## src/rtl/smb_cmd_pkg.sv

```systemverilog
package smb_cmd_pkg;
  localparam int RAM_AW = 7;
  localparam int NV_AW  = 9;

  typedef enum logic [1:0] {
    EV_START = 2'd0,
    EV_STOP  = 2'd1,
    EV_BYTE  = 2'd2,
    EV_NONE  = 2'd3
  } ev_kind_e;

  typedef enum logic [2:0] {
    ST_SKIP, ST_ADDR, ST_CMD, ST_DAT1, ST_DAT2, ST_CNT, ST_BLK
  } phase_e;

  localparam logic [7:0] CMD_NV0   = 8'h80;
  localparam logic [7:0] CMD_NV1   = 8'h81;
  localparam logic [7:0] CMD_BLOCK = 8'hA0;
endpackage

```

## src/rtl/smb_nv_timer.sv

```systemverilog
module smb_nv_timer #(
  parameter int BUSY_CYC = 17500
) (
  input  logic clk,
  input  logic rst_n,
  input  logic start,
  output logic busy
);
  localparam int CW = $clog2(BUSY_CYC + 1);
  localparam logic [CW-1:0] LOAD = CW'(BUSY_CYC);

  logic [CW-1:0] cnt_q;

  always_ff @(posedge clk or negedge rst_n) begin
    if (!rst_n)             cnt_q <= '0;
    else if (start)         cnt_q <= LOAD;
    else if (cnt_q != '0)   cnt_q <= cnt_q - 1'b1;
  end

  assign busy = (cnt_q != '0);

  // counter never exceeds its load value
  a_r9_cnt_in_range: assert property (@(posedge clk) disable iff (!rst_n)
    cnt_q <= LOAD);
  // a start always yields busy in the next cycle
  a_r9_busy_after_start: assert property (@(posedge clk) disable iff (!rst_n)
    start |=> busy);
endmodule

```

## src/rtl/smb_cmd_fsm.sv

```systemverilog
module smb_cmd_fsm
  import smb_cmd_pkg::*;
#(
  parameter logic [6:0] SLV_ADDR = 7'h2A,
  parameter int         MAX_BLK  = 32
) (
  input  logic              clk,
  input  logic              rst_n,
  input  logic              ev_fire,
  input  ev_kind_e          ev_kind,
  input  logic [7:0]        ev_byte,
  input  logic              nv_wr_en,
  input  logic              nv_busy,
  output logic              nv_start,
  output logic              ack_valid,
  output logic              ack_ok,
  output logic              ram_we,
  output logic [RAM_AW-1:0] ram_addr,
  output logic [7:0]        ram_wdata,
  output logic              nv_we,
  output logic [NV_AW-1:0]  nv_addr,
  output logic [7:0]        nv_wdata
);
  localparam int CW = $clog2(MAX_BLK + 1);
  localparam logic [7:0] MAXB = 8'(MAX_BLK);
  localparam int PADW = NV_AW - RAM_AW;

  phase_e            st_q, st_d;
  logic [7:0]        cmd_q, cmd_d, lo_q, lo_d;
  logic [CW-1:0]     left_q, left_d;
  logic              pnv_q, pnv_d;
  logic [NV_AW-1:0]  ptr_q, ptr_d;
  logic              av_d, ok_d, rwe_d, nwe_d;
  logic [RAM_AW-1:0] ra_d;
  logic [NV_AW-1:0]  na_d;

  always_comb begin
    st_d = st_q; cmd_d = cmd_q; lo_d = lo_q; left_d = left_q;
    pnv_d = pnv_q; ptr_d = ptr_q;
    av_d = 1'b0; ok_d = 1'b0; rwe_d = 1'b0; nwe_d = 1'b0;
    ra_d = '0; na_d = '0;
    if (ev_fire) begin
      case (ev_kind)
        EV_START, EV_STOP: begin
          if (st_q == ST_DAT1 && !cmd_q[7]) begin
            pnv_d = 1'b0;
            ptr_d = {{PADW{1'b0}}, cmd_q[RAM_AW-1:0]};
          end
          if (st_q == ST_DAT2) begin
            pnv_d = 1'b1;
            ptr_d = {cmd_q[0], lo_q};
          end
          st_d = (ev_kind == EV_START) ? ST_ADDR : ST_SKIP;
        end
        EV_BYTE: begin
          av_d = 1'b1;
          case (st_q)
            ST_ADDR: begin
              if (ev_byte[7:1] == SLV_ADDR && !ev_byte[0]) begin
                ok_d = 1'b1; st_d = ST_CMD;
              end else st_d = ST_SKIP;
            end
            ST_CMD: begin
              cmd_d = ev_byte;
              if (!ev_byte[7] || ev_byte == CMD_NV0 || ev_byte == CMD_NV1) begin
                ok_d = 1'b1; st_d = ST_DAT1;
              end else if (ev_byte == CMD_BLOCK) begin
                ok_d = 1'b1; st_d = ST_CNT;
              end else st_d = ST_SKIP;
            end
            ST_DAT1: begin
              ok_d = 1'b1;
              if (!cmd_q[7]) begin
                rwe_d = 1'b1; ra_d = cmd_q[RAM_AW-1:0]; st_d = ST_SKIP;
              end else begin
                lo_d = ev_byte; st_d = ST_DAT2;
              end
            end
            ST_DAT2: begin
              if (nv_wr_en && !nv_busy) begin
                nwe_d = 1'b1; ok_d = 1'b1; na_d = {cmd_q[0], lo_q};
              end
              st_d = ST_SKIP;
            end
            ST_CNT: begin
              if (ev_byte != 8'd0 && ev_byte <= MAXB) begin
                ok_d = 1'b1; left_d = ev_byte[CW-1:0]; st_d = ST_BLK;
              end else st_d = ST_SKIP;
            end
            ST_BLK: begin
              if (left_q != '0) begin
                if (!pnv_q) begin
                  rwe_d = 1'b1; ok_d = 1'b1; ra_d = ptr_q[RAM_AW-1:0];
                  ptr_d = {{PADW{1'b0}}, ptr_q[RAM_AW-1:0] + 1'b1};
                  left_d = left_q - 1'b1;
                end else if (nv_wr_en && !nv_busy) begin
                  nwe_d = 1'b1; ok_d = 1'b1; na_d = ptr_q;
                  ptr_d = ptr_q + 1'b1;
                  left_d = left_q - 1'b1;
                end
              end
            end
            default: ;
          endcase
        end
        default: ;
      endcase
    end
  end

  assign nv_start = nwe_d;

  always_ff @(posedge clk or negedge rst_n) begin
    if (!rst_n) begin
      st_q <= ST_SKIP; cmd_q <= '0; lo_q <= '0; left_q <= '0;
      pnv_q <= 1'b0; ptr_q <= '0;
      ack_valid <= 1'b0; ack_ok <= 1'b0;
      ram_we <= 1'b0; ram_addr <= '0; ram_wdata <= '0;
      nv_we <= 1'b0; nv_addr <= '0; nv_wdata <= '0;
    end else begin
      st_q <= st_d; cmd_q <= cmd_d; lo_q <= lo_d; left_q <= left_d;
      pnv_q <= pnv_d; ptr_q <= ptr_d;
      ack_valid <= av_d; ack_ok <= ok_d;
      ram_we <= rwe_d; ram_addr <= ra_d; ram_wdata <= ev_byte;
      nv_we <= nwe_d; nv_addr <= na_d; nv_wdata <= ev_byte;
    end
  end

  // a response only follows an accepted byte event
  a_r11_ack_follows_byte: assert property (@(posedge clk) disable iff (!rst_n)
    ack_valid |-> $past(ev_fire && ev_kind == EV_BYTE));
  // remaining count never exceeds the block limit
  a_r6_left_bounded: assert property (@(posedge clk) disable iff (!rst_n)
    left_q <= CW'(MAX_BLK));
  // pointer only moves on an event
  a_r8_ptr_stable_idle: assert property (@(posedge clk) disable iff (!rst_n)
    !$past(ev_fire) |-> $stable(ptr_q));
endmodule

```

## src/rtl/smb_mem_cmd_engine.sv

```systemverilog
module smb_mem_cmd_engine
  import smb_cmd_pkg::*;
#(
  parameter logic [6:0] SLV_ADDR    = 7'h2A,
  parameter int         MAX_BLK     = 32,
  parameter int         NV_BUSY_CYC = 17500
) (
  input  logic       clk,
  input  logic       rst_n,
  input  logic       ev_valid,
  output logic       ev_ready,
  input  logic [1:0] ev_kind,
  input  logic [7:0] ev_byte,
  input  logic       nv_wr_en,
  output logic       ack_valid,
  output logic       ack_ok,
  output logic       ram_we,
  output logic [6:0] ram_addr,
  output logic [7:0] ram_wdata,
  output logic       nv_we,
  output logic [8:0] nv_addr,
  output logic [7:0] nv_wdata,
  output logic       nv_busy
);
  logic nv_start;

  assign ev_ready = 1'b1;

  smb_cmd_fsm #(.SLV_ADDR(SLV_ADDR), .MAX_BLK(MAX_BLK)) fsm_i (
    .clk(clk), .rst_n(rst_n),
    .ev_fire(ev_valid), .ev_kind(ev_kind_e'(ev_kind)), .ev_byte(ev_byte),
    .nv_wr_en(nv_wr_en), .nv_busy(nv_busy), .nv_start(nv_start),
    .ack_valid(ack_valid), .ack_ok(ack_ok),
    .ram_we(ram_we), .ram_addr(ram_addr), .ram_wdata(ram_wdata),
    .nv_we(nv_we), .nv_addr(nv_addr), .nv_wdata(nv_wdata)
  );

  smb_nv_timer #(.BUSY_CYC(NV_BUSY_CYC)) tmr_i (
    .clk(clk), .rst_n(rst_n), .start(nv_start), .busy(nv_busy)
  );

  // never two strobes in one cycle
  a_r11_one_strobe: assert property (@(posedge clk) disable iff (!rst_n)
    $onehot0({ram_we, nv_we}));
  // every write strobe is paired with an ACK
  a_r7_strobe_acked: assert property (@(posedge clk) disable iff (!rst_n)
    (ram_we || nv_we) |-> (ack_valid && ack_ok));
  // nonvolatile write needs permission
  a_r5_nv_needs_enable: assert property (@(posedge clk) disable iff (!rst_n)
    nv_we |-> $past(nv_wr_en));
  // no nonvolatile write while the store was busy
  a_r9_no_write_busy: assert property (@(posedge clk) disable iff (!rst_n)
    nv_we |-> (!$past(nv_busy) && nv_busy));
endmodule

```

## config.mk

```make
export PLATFORM = sky130hd
export DESIGN_NAME = smb_mem_cmd_engine
export DESIGN_NICKNAME = d
export VERILOG_FILES = /design/src/rtl/smb_cmd_pkg.sv /design/src/rtl/smb_nv_timer.sv /design/src/rtl/smb_cmd_fsm.sv /design/src/rtl/smb_mem_cmd_engine.sv
export SDC_FILE = /design/constraint.sdc
export NUM_CORES = 1
export LEC_CHECK = 0
export ABC_CLOCK_PERIOD_IN_PS = 2500
export BUFFER_PORTS_ARGS = -buffer_cell sky130_fd_sc_hd__buf_4
export CORE_UTILIZATION = 57
export CTS_CLUSTER_DIAMETER = 30
export CTS_CLUSTER_SIZE = 10
export DETAILED_ROUTE_END_ITERATION = 8
export PLACE_DENSITY_LB_ADDON = 0.12
export SYNTH_ARGS = -nofsm -noshare
export SYNTH_HDL_FRONTEND = slang
export SYNTH_SLANG_ARGS = --single-unit
```

## constraint.sdc

```tcl
create_clock -name clk -period 2.5 [get_ports clk]
set_input_delay 0.25 -clock clk [delete_from_list [all_inputs] [get_ports clk]]
set_output_delay 0.25 -clock clk [all_outputs]
set_load 0.005 [all_outputs]
```

==> results.md, run 1 <==
- WL met3: 673 um
- Leak pwr: approximately 2.1 nW
- Tightest Hold Check Type: in -> async
- Final worst slack: 0.152 ns
- Worst Setup End Kind: primary output
- Minimum clock period: between 2 and 2.5 ns
- DRC: 8
- Pwr/cell area: 565 nW/um^2
- Commonest non-fill, non-tap cells in the layout: dfrtp_1 (78), buf_4 (65), nor2_1 (38), nand2_1 (36)
- #FFs+latches synth: 78
- Fillcell total: 483
- Chip Width: 84.4 um
- Fmax achieved: between 400 and 500 MHz
- Placed wire-length estimate: 6390 um
- DR top layer: met4
- Total power draw: 2.57 mW
- Wire per inst: 17.7 um
- Slew headroom: 36.1%
- Metal-1 WL: approximately 4200 um
- Routed Antenna Nets: 0
- N_diodes: 0
- Crit path kind: reg -> out
- First-pass iteration count of the detailed router: 7
- Vias in the first global route: roughly 3000
- Setup TNS: 0 ns
- Async set-reset flop share out of synthesis: 100%
- CTS buffer count: 9
- H-tree levels: 3
- Final Wtd Congestion: between 0.9 and 1
- CP max FO: 7
- Maximum clock insertion buffer count: 2
- Mapped Area: 3870 um^2
- Die span in y: 84.4 um
- Worst endpoint required time: about 2.3 ns
- Max cap viols: 0
- Clk root buf: clkbuf_8
- GRT Overall Usage: around 28%
- Pin count of the biggest net entering global routing: 79
- Share of cells above drive strength 1: 25.6%
- Core region area: about 6500 um^2
- I/O Pins: 52
- Buffers added on ports: 50
- Final net count: 450
- Number of DRC markers in iteration 0: 273
- Drt total wl: 9120 um
- Synth Flop Type: dfrtp_1
- Outcome: finished, violations left
- Most common cell after layout, fill and taps aside: dfrtp_1
- Post-CTS Setup Inserts: 0
- Syn nets: 395
- First-pass GRT wire length: 15200 um
- Syn Area/Cell: between 10 and 15 um^2
- Synth Instances: 377
- Final Cycle Share: 93.9%
- Met2 WL: 4120 um
- Worst setup SP type: register
- Via density: 6.20
- Worst-Margin Slew: about 0.96 ns
- Die area: just over 7000 um^2
- Sequential fraction of the synthesis area: 50.4%
- Peak VDD IR: 399 uV
- Initial antenna violation count: 0
- Endpoints failing hold: 0
- TritonCTS clock tree: done
- Clk_lat worst skew: 0.36 ns
- Critical path arrival: 2.10 ns
- YS warnings: 0
- Starting density of the core: between 50% and 60%
- Num Clock Sinks: 78
- Setup violators final: 0
- Area Growth Syn to Fin: 17.7%
- Count of final max-slew check failures: 0
- Clock edge transition at the registers on the reported setup and hold paths: ~0.080 ns
- Num rows: 29
- Worst-case clock skew: 0.00905 ns
- Fin Hold WS: between 0.02 and 0.025 ns
- RSZ-0062 raised after global routing: false
- Place WS: roughly 0.12 ns
- Total grt overflow: 0
- Distinct cells, synth: 61
- Vias: 3189
- Post-synth EDFFs: 0
- Failing checks: design-rule violations
-- worst paths after layout --
path	from	endpoint	slack (ns)	depth (start not counted)
max	tmr_i.cnt_q[4]$_DFFE_PN0P_	nv_busy	0.15	4
max reg2reg	tmr_i.cnt_q[4]$_DFFE_PN0P_	fsm_i.ptr_q[1]$_DFFE_PN0P_	0.17	5
max in group asynchronous	rst_n	fsm_i.lo_q[5]$_DFFE_PN0P_	1.85	1
min in group clk	ev_byte[6]	fsm_i.ram_wdata[6]$_DFF_PN0_	0.05	1
min reg2reg	tmr_i.cnt_q[7]$_DFFE_PN0P_	tmr_i.cnt_q[7]$_DFFE_PN0P_	0.47	1
min	rst_n	tmr_i.cnt_q[2]$_DFFE_PN0P_	0.02	1
-- sequential cells by signal (all words and copies together) (netlist names) --
name and cells:
fsm_i.ack_ok 1, fsm_i.ack_valid 1, fsm_i.cmd_q 8, fsm_i.left_q 6, fsm_i.lo_q 8, fsm_i.nv_addr 9
fsm_i.nv_we 1, fsm_i.pnv_q 1, fsm_i.ptr_q 9, fsm_i.ram_addr 7, fsm_i.ram_wdata 8, fsm_i.ram_we 1
fsm_i.st_q 3, tmr_i.cnt_q 15
-- layer usage --
metal / up-vias / GRT usage (%)
met3: 15 / 3.93
met4: 0 / 10.8
met1: 1536 / 40.6
met2: 172 / 42.4
met5: - / 0
li1: 1466 / -
-- per-stage QoR --
stage	cell area, um^2	std cells	util, %
after floorplan	3870	377	-
after global placement	4330	498	67.1
after detailed placement	4330	498	67.1
after CTS	4550	514	70.5
after global routing	4560	514	70.6
final	4560	514	70.6
-- critical path: stages, from the launching register on --
cell and delay, ns:
dfrtp_1 0.44, or4_4 0.55, and4b_2 0.40, inv_1 0.17, buf_4 0.17
-- area by class of cell --
type	instances	area [um^2]	share of cell area, %
sequential	78	1950	42.8
multi-input combinational	266	1750	38.5
timing repair buffer	65	488	10.7
clock buffer	11	141	3.10
tap	77	96.3	2.11
clock inverter	5	81.3	1.78
inverter	12	45.0	0.988
-- cells in the mapped netlist (3+ instances only) --
| master | count | share of area (%) |
|---|---|---|
| inv_1 | 11 | 1.1 |
| nand2b_1 | 4 | 0.65 |
| o21ai_0 | 16 | 2.1 |
| nand2_1 | 36 | 3.5 |
| mux2i_1 | 7 | 1.8 |
| clkbuf_1 | 8 | 0.78 |
| and3_1 | 3 | 0.48 |
| mux2_2 | 17 | 4.9 |
| nor4_1 | 3 | 0.48 |
| dfrtp_1 | 78 | 50 |
| buf_4 | 11 | 2.1 |
| nand3_1 | 13 | 1.7 |
| xor2_1 | 10 | 2.3 |
| a21oi_1 | 15 | 1.9 |
| xnor2_1 | 4 | 0.90 |
| ha_1 | 4 | 1.3 |
| a22oi_1 | 17 | 3.3 |
| nor3b_1 | 3 | 0.58 |
| nor2_1 | 39 | 3.8 |
| nor3_1 | 9 | 1.2 |
| a31oi_1 | 5 | 0.81 |
| nor2b_1 | 8 | 1.3 |
| nand4_1 | 5 | 0.81 |
-- logic make-up (layout without fill, tap and decap cells) --
kind of cell | Yosys count | count (layout) | share of synthesized area [%]
adder cells (fa/ha/maj) | 4 | 4 | 1.29
buffers and inverters | 33 | 93 | 4.49
multiplexers | 24 | 24 | 6.75
flip-flops | 78 | 78 | 50.4
other | 1 | 1 | 0.0969
AO/OA/AOI/OAI | 83 | 83 | 15.8
AND/OR/NAND/NOR | 140 | 140 | 18.0
XOR/XNOR | 14 | 14 | 3.17
-- where the power goes --
group	switching [mW]	internal, mW
sequential	0.0422	1.29
combinational	0.0984	0.0730
clock	0.476	0.592
total	0.617	1.96
-- repair_timing --
action | in CTS | in global routing
gates resized for setup | 0 | 2
hold buffers | 0 | 0
setup endpoints to repair | 0 | 5
(Power assumes the default switching activity.)
==> run 2, diff against run 1 <==
ABC_CLOCK_PERIOD_IN_PS = 2000   (was 2500)
CORE_UTILIZATION = 52   (was 57)
clock period = 2 ns   (was 2.5 ns; I/O delays follow)
==> results.md, run 2 (synthesis results as in run 1) <==
- Buffers added on ports: 50 (unchanged)
- I/O Pins: 52 (unchanged)
- Area Growth Syn to Fin: 34.4%
- Minimum clock period: 2.22 ns
- Most common cell after layout, fill and taps aside: buf_4
- Die area: 7790 um^2 (+9.4%)
- Pwr/cell area: 647 nW/um^2 (+14%)
- Final Cycle Share: 111%
- Worst path max stage delay: 0.54 ns (about the same)
- Buf/Inv on CP: 1 (-1)
- Core region area: 7210 um^2 (+12%)
- Slew headroom: 51.7% (+16 points)
- Crit path kind: reg -> reg
- Internal Power: 2.60 mW (+33%)
- Pin count of the biggest net entering global routing: 47 (-41%)
- Number of DRC markers in iteration 0: 205 (-25%)
- Share of cells above drive strength 1: 37.4% (+12 points)
- Vias in the first global route: 3110 (+4.6%)
- TritonCTS clock tree: done
- Vias: 3295 (+3.3%)
- Sw Ratio: 22.8% (-1.1 points)
- Fmax achieved: 451 MHz
- CTS buffer count: 9 (unchanged)
- Final net count: 507 (+13%)
- Outcome: finished, violations left
- Placed wire-length estimate: 7250 um (+13%)
- Clock edge transition at the registers on the reported setup and hold paths: 0.08 ns (about the same)
- Setup violators final: 24 (+24)
- Reg power frac: 49.5% (-2.4 points)
- Delay-heaviest family, CP: simple AND/OR/NAND/NOR gates
- Leak pwr: 2.41 nW (+15%)
- Largest register by flop count: tmr_i.cnt_q
- Starting density of the core: 53.7% (-6.3 points)
- Place WS: -0.254 ns (-0.377 ns)
- Clk_lat worst skew: 0.35 ns (about the same)
- Num rows: 31 (+6.9%)
- Critical path arrival: 2.46 ns (+0.36 ns)
- Tightest Hold Check Type: in -> reg
- Worst-case clock skew: 0.0149 ns (+0.00583 ns)
- Final Wtd Congestion: 0.904 (-3.6%)
- DRC: 2 (-6)
- GRT Overall Usage: 27.0% (-0.80 points)
- First-pass GRT wire length: 15500 um (+2.2%)
- Worst Setup End Kind: register
- Clk pwr share: 43.1% (+1.6 points)
- Die span in y: 88.3 um (+4.6%)
- Fin area: 5200 um^2 (+14%)
- Slowest cell on crit path: or4_4
- Routed Antenna Nets: 0 (unchanged)
- Peak VDD IR: 464 uV (+16%)
- Cells along the critical path: or4_4, and4b_2, buf_6, a41oi_4, o21ai_4, mux2_4
- Via density: 5.56 (-10%)
- Max cap viols: 0 (unchanged)
- NetSw: 0.768 mW (+24%)
- Worst-Margin Slew: 0.722 ns (-0.237 ns)
- Total grt overflow: 0 (unchanged)
- Clk root buf: clkbuf_8
- Num Clock Sinks: 78 (unchanged)
- Total power draw: 3.36 mW (+31%)
- First-pass iteration count of the detailed router: 7 (unchanged)
- Setup TNS: -2.71 ns (-2.71 ns)
- Wire per inst: 16.7 um (-5.8%)
- Endpoints failing hold: 0 (unchanged)
- Count of final max-slew check failures: 0 (unchanged)
- Worst setup SP type: register
- Maximum clock insertion buffer count: 2 (unchanged)
- Fin Hold WS: 0.0197 ns (-0.00506 ns)
- N_diodes: 0 (unchanged)
- Worst endpoint required time: 2.24 ns (about the same)
- RSZ-0062 raised after global routing: true
- CP max FO: 5 (-2)
- Failing checks: design-rule violations, negative setup slack
- Chip Width: 88.3 um (+4.6%)
- Initial antenna violation count: 0 (unchanged)
- Comb pwr share: 7.3% (+0.6 points)
- Commonest non-fill, non-tap cells in the layout: buf_4 (110), dfrtp_1 (78), nor2_1 (36), nand2_1 (34), a22oi_1 (17)
- Largest registers: tmr_i.cnt_q: 15 flops, fsm_i.nv_addr: 9 flops, fsm_i.ptr_q: 9 flops
- Placed Area: 4740 um^2 (+9.5%)
- Number of flip-flops in the largest register: 15 (unchanged)
- Drt total wl: 9920 um (+8.7%)
- H-tree levels: 3 (unchanged)
- Final worst slack: -0.219 ns (-0.372 ns)
## run 2: cell types whose count changed in the layout (fill, tap and decap cells not counted), sizes merged
cell and change:
buf +55, bufinv +1, clkinvlp -1, dlygate4sd3 +2
## run 2: worst register-to-register path, stage by stage (launching register included)
cell and delay, ns:
dfrtp_1 0.40, or4_4 0.54, and4b_2 0.35, buf_6 0.12
a41oi_4 0.16, o21ai_4 0.24, mux2_4 0.31
## run 2: through the flow
| stage | std cells | utilization (%) |
|---|---|---|
| final | 593 | 72.1 |
| after global routing | 593 | 72.1 |
| after CTS | 588 | 70.7 |
| after detailed placement | 566 | 65.7 |
| after global placement | 566 | 65.7 |
| after floorplan | 377 | - |
## run 2: cell type report
| class | instances | area, um^2 |
|---|---|---|
| Fill cell | 559 | 2010 |
| Multi-Input combinational cell | 266 | 1860 |
| Inverter | 12 | 47.5 |
| Timing Repair Buffer | 122 | 976 |
| Sequential cell | 78 | 1950 |
| Clock inverter | 5 | 104 |
| Tap cell | 99 | 124 |
| Clock buffer | 11 | 141 |
## run 2: per-layer routing
metal / wire, um / GRT usage [%]
met1: 4540 / 37.6
met3: 460 / 4.29
met4: 130 / 9.53
met5: 0 / 0
met2: 4780 / 43.0
## run 2: power by group through the flow
stage | logic (mW) | registers [mW] | clock network (mW)
final | 0.247 | 1.67 | 1.45
after global routing | 0.275 | 1.67 | 1.53
after CTS | 0.247 | 1.66 | 1.47
after detailed placement | 0.240 | 1.69 | 0
after global placement | 0.235 | 1.69 | 0
after floorplan | 0.109 | 1.68 | 0
## run 2: repair_timing
item	4_1_cts	5_1_grt
hold buffers	2	0
pin swaps	10	9
endpoints found under the hold margin	46	0
resized for setup	18	18
setup endpoints to repair	42	36
buffers inserted	4	5
## run 2: path summary, 6_finish.rpt
kind                                             from                           end  slack, ns  cells after the start
min                                        ev_byte[7]  fsm_i.ram_wdata[7]$_DFF_PN0_       0.02                      1
min reg2reg                tmr_i.cnt_q[9]$_DFFE_PN0P_    tmr_i.cnt_q[9]$_DFFE_PN0P_       0.49                      1
max                        tmr_i.cnt_q[6]$_DFFE_PN0P_    fsm_i.ptr_q[1]$_DFFE_PN0P_      -0.22                      6
min in group asynchronous                       rst_n   tmr_i.cnt_q[14]$_DFFE_PN0P_       0.39                      2
max in group asynchronous                       rst_n    fsm_i.cmd_q[1]$_DFFE_PN0P_       1.03                      3
max reg2reg                tmr_i.cnt_q[6]$_DFFE_PN0P_    fsm_i.ptr_q[1]$_DFFE_PN0P_      -0.22                      6
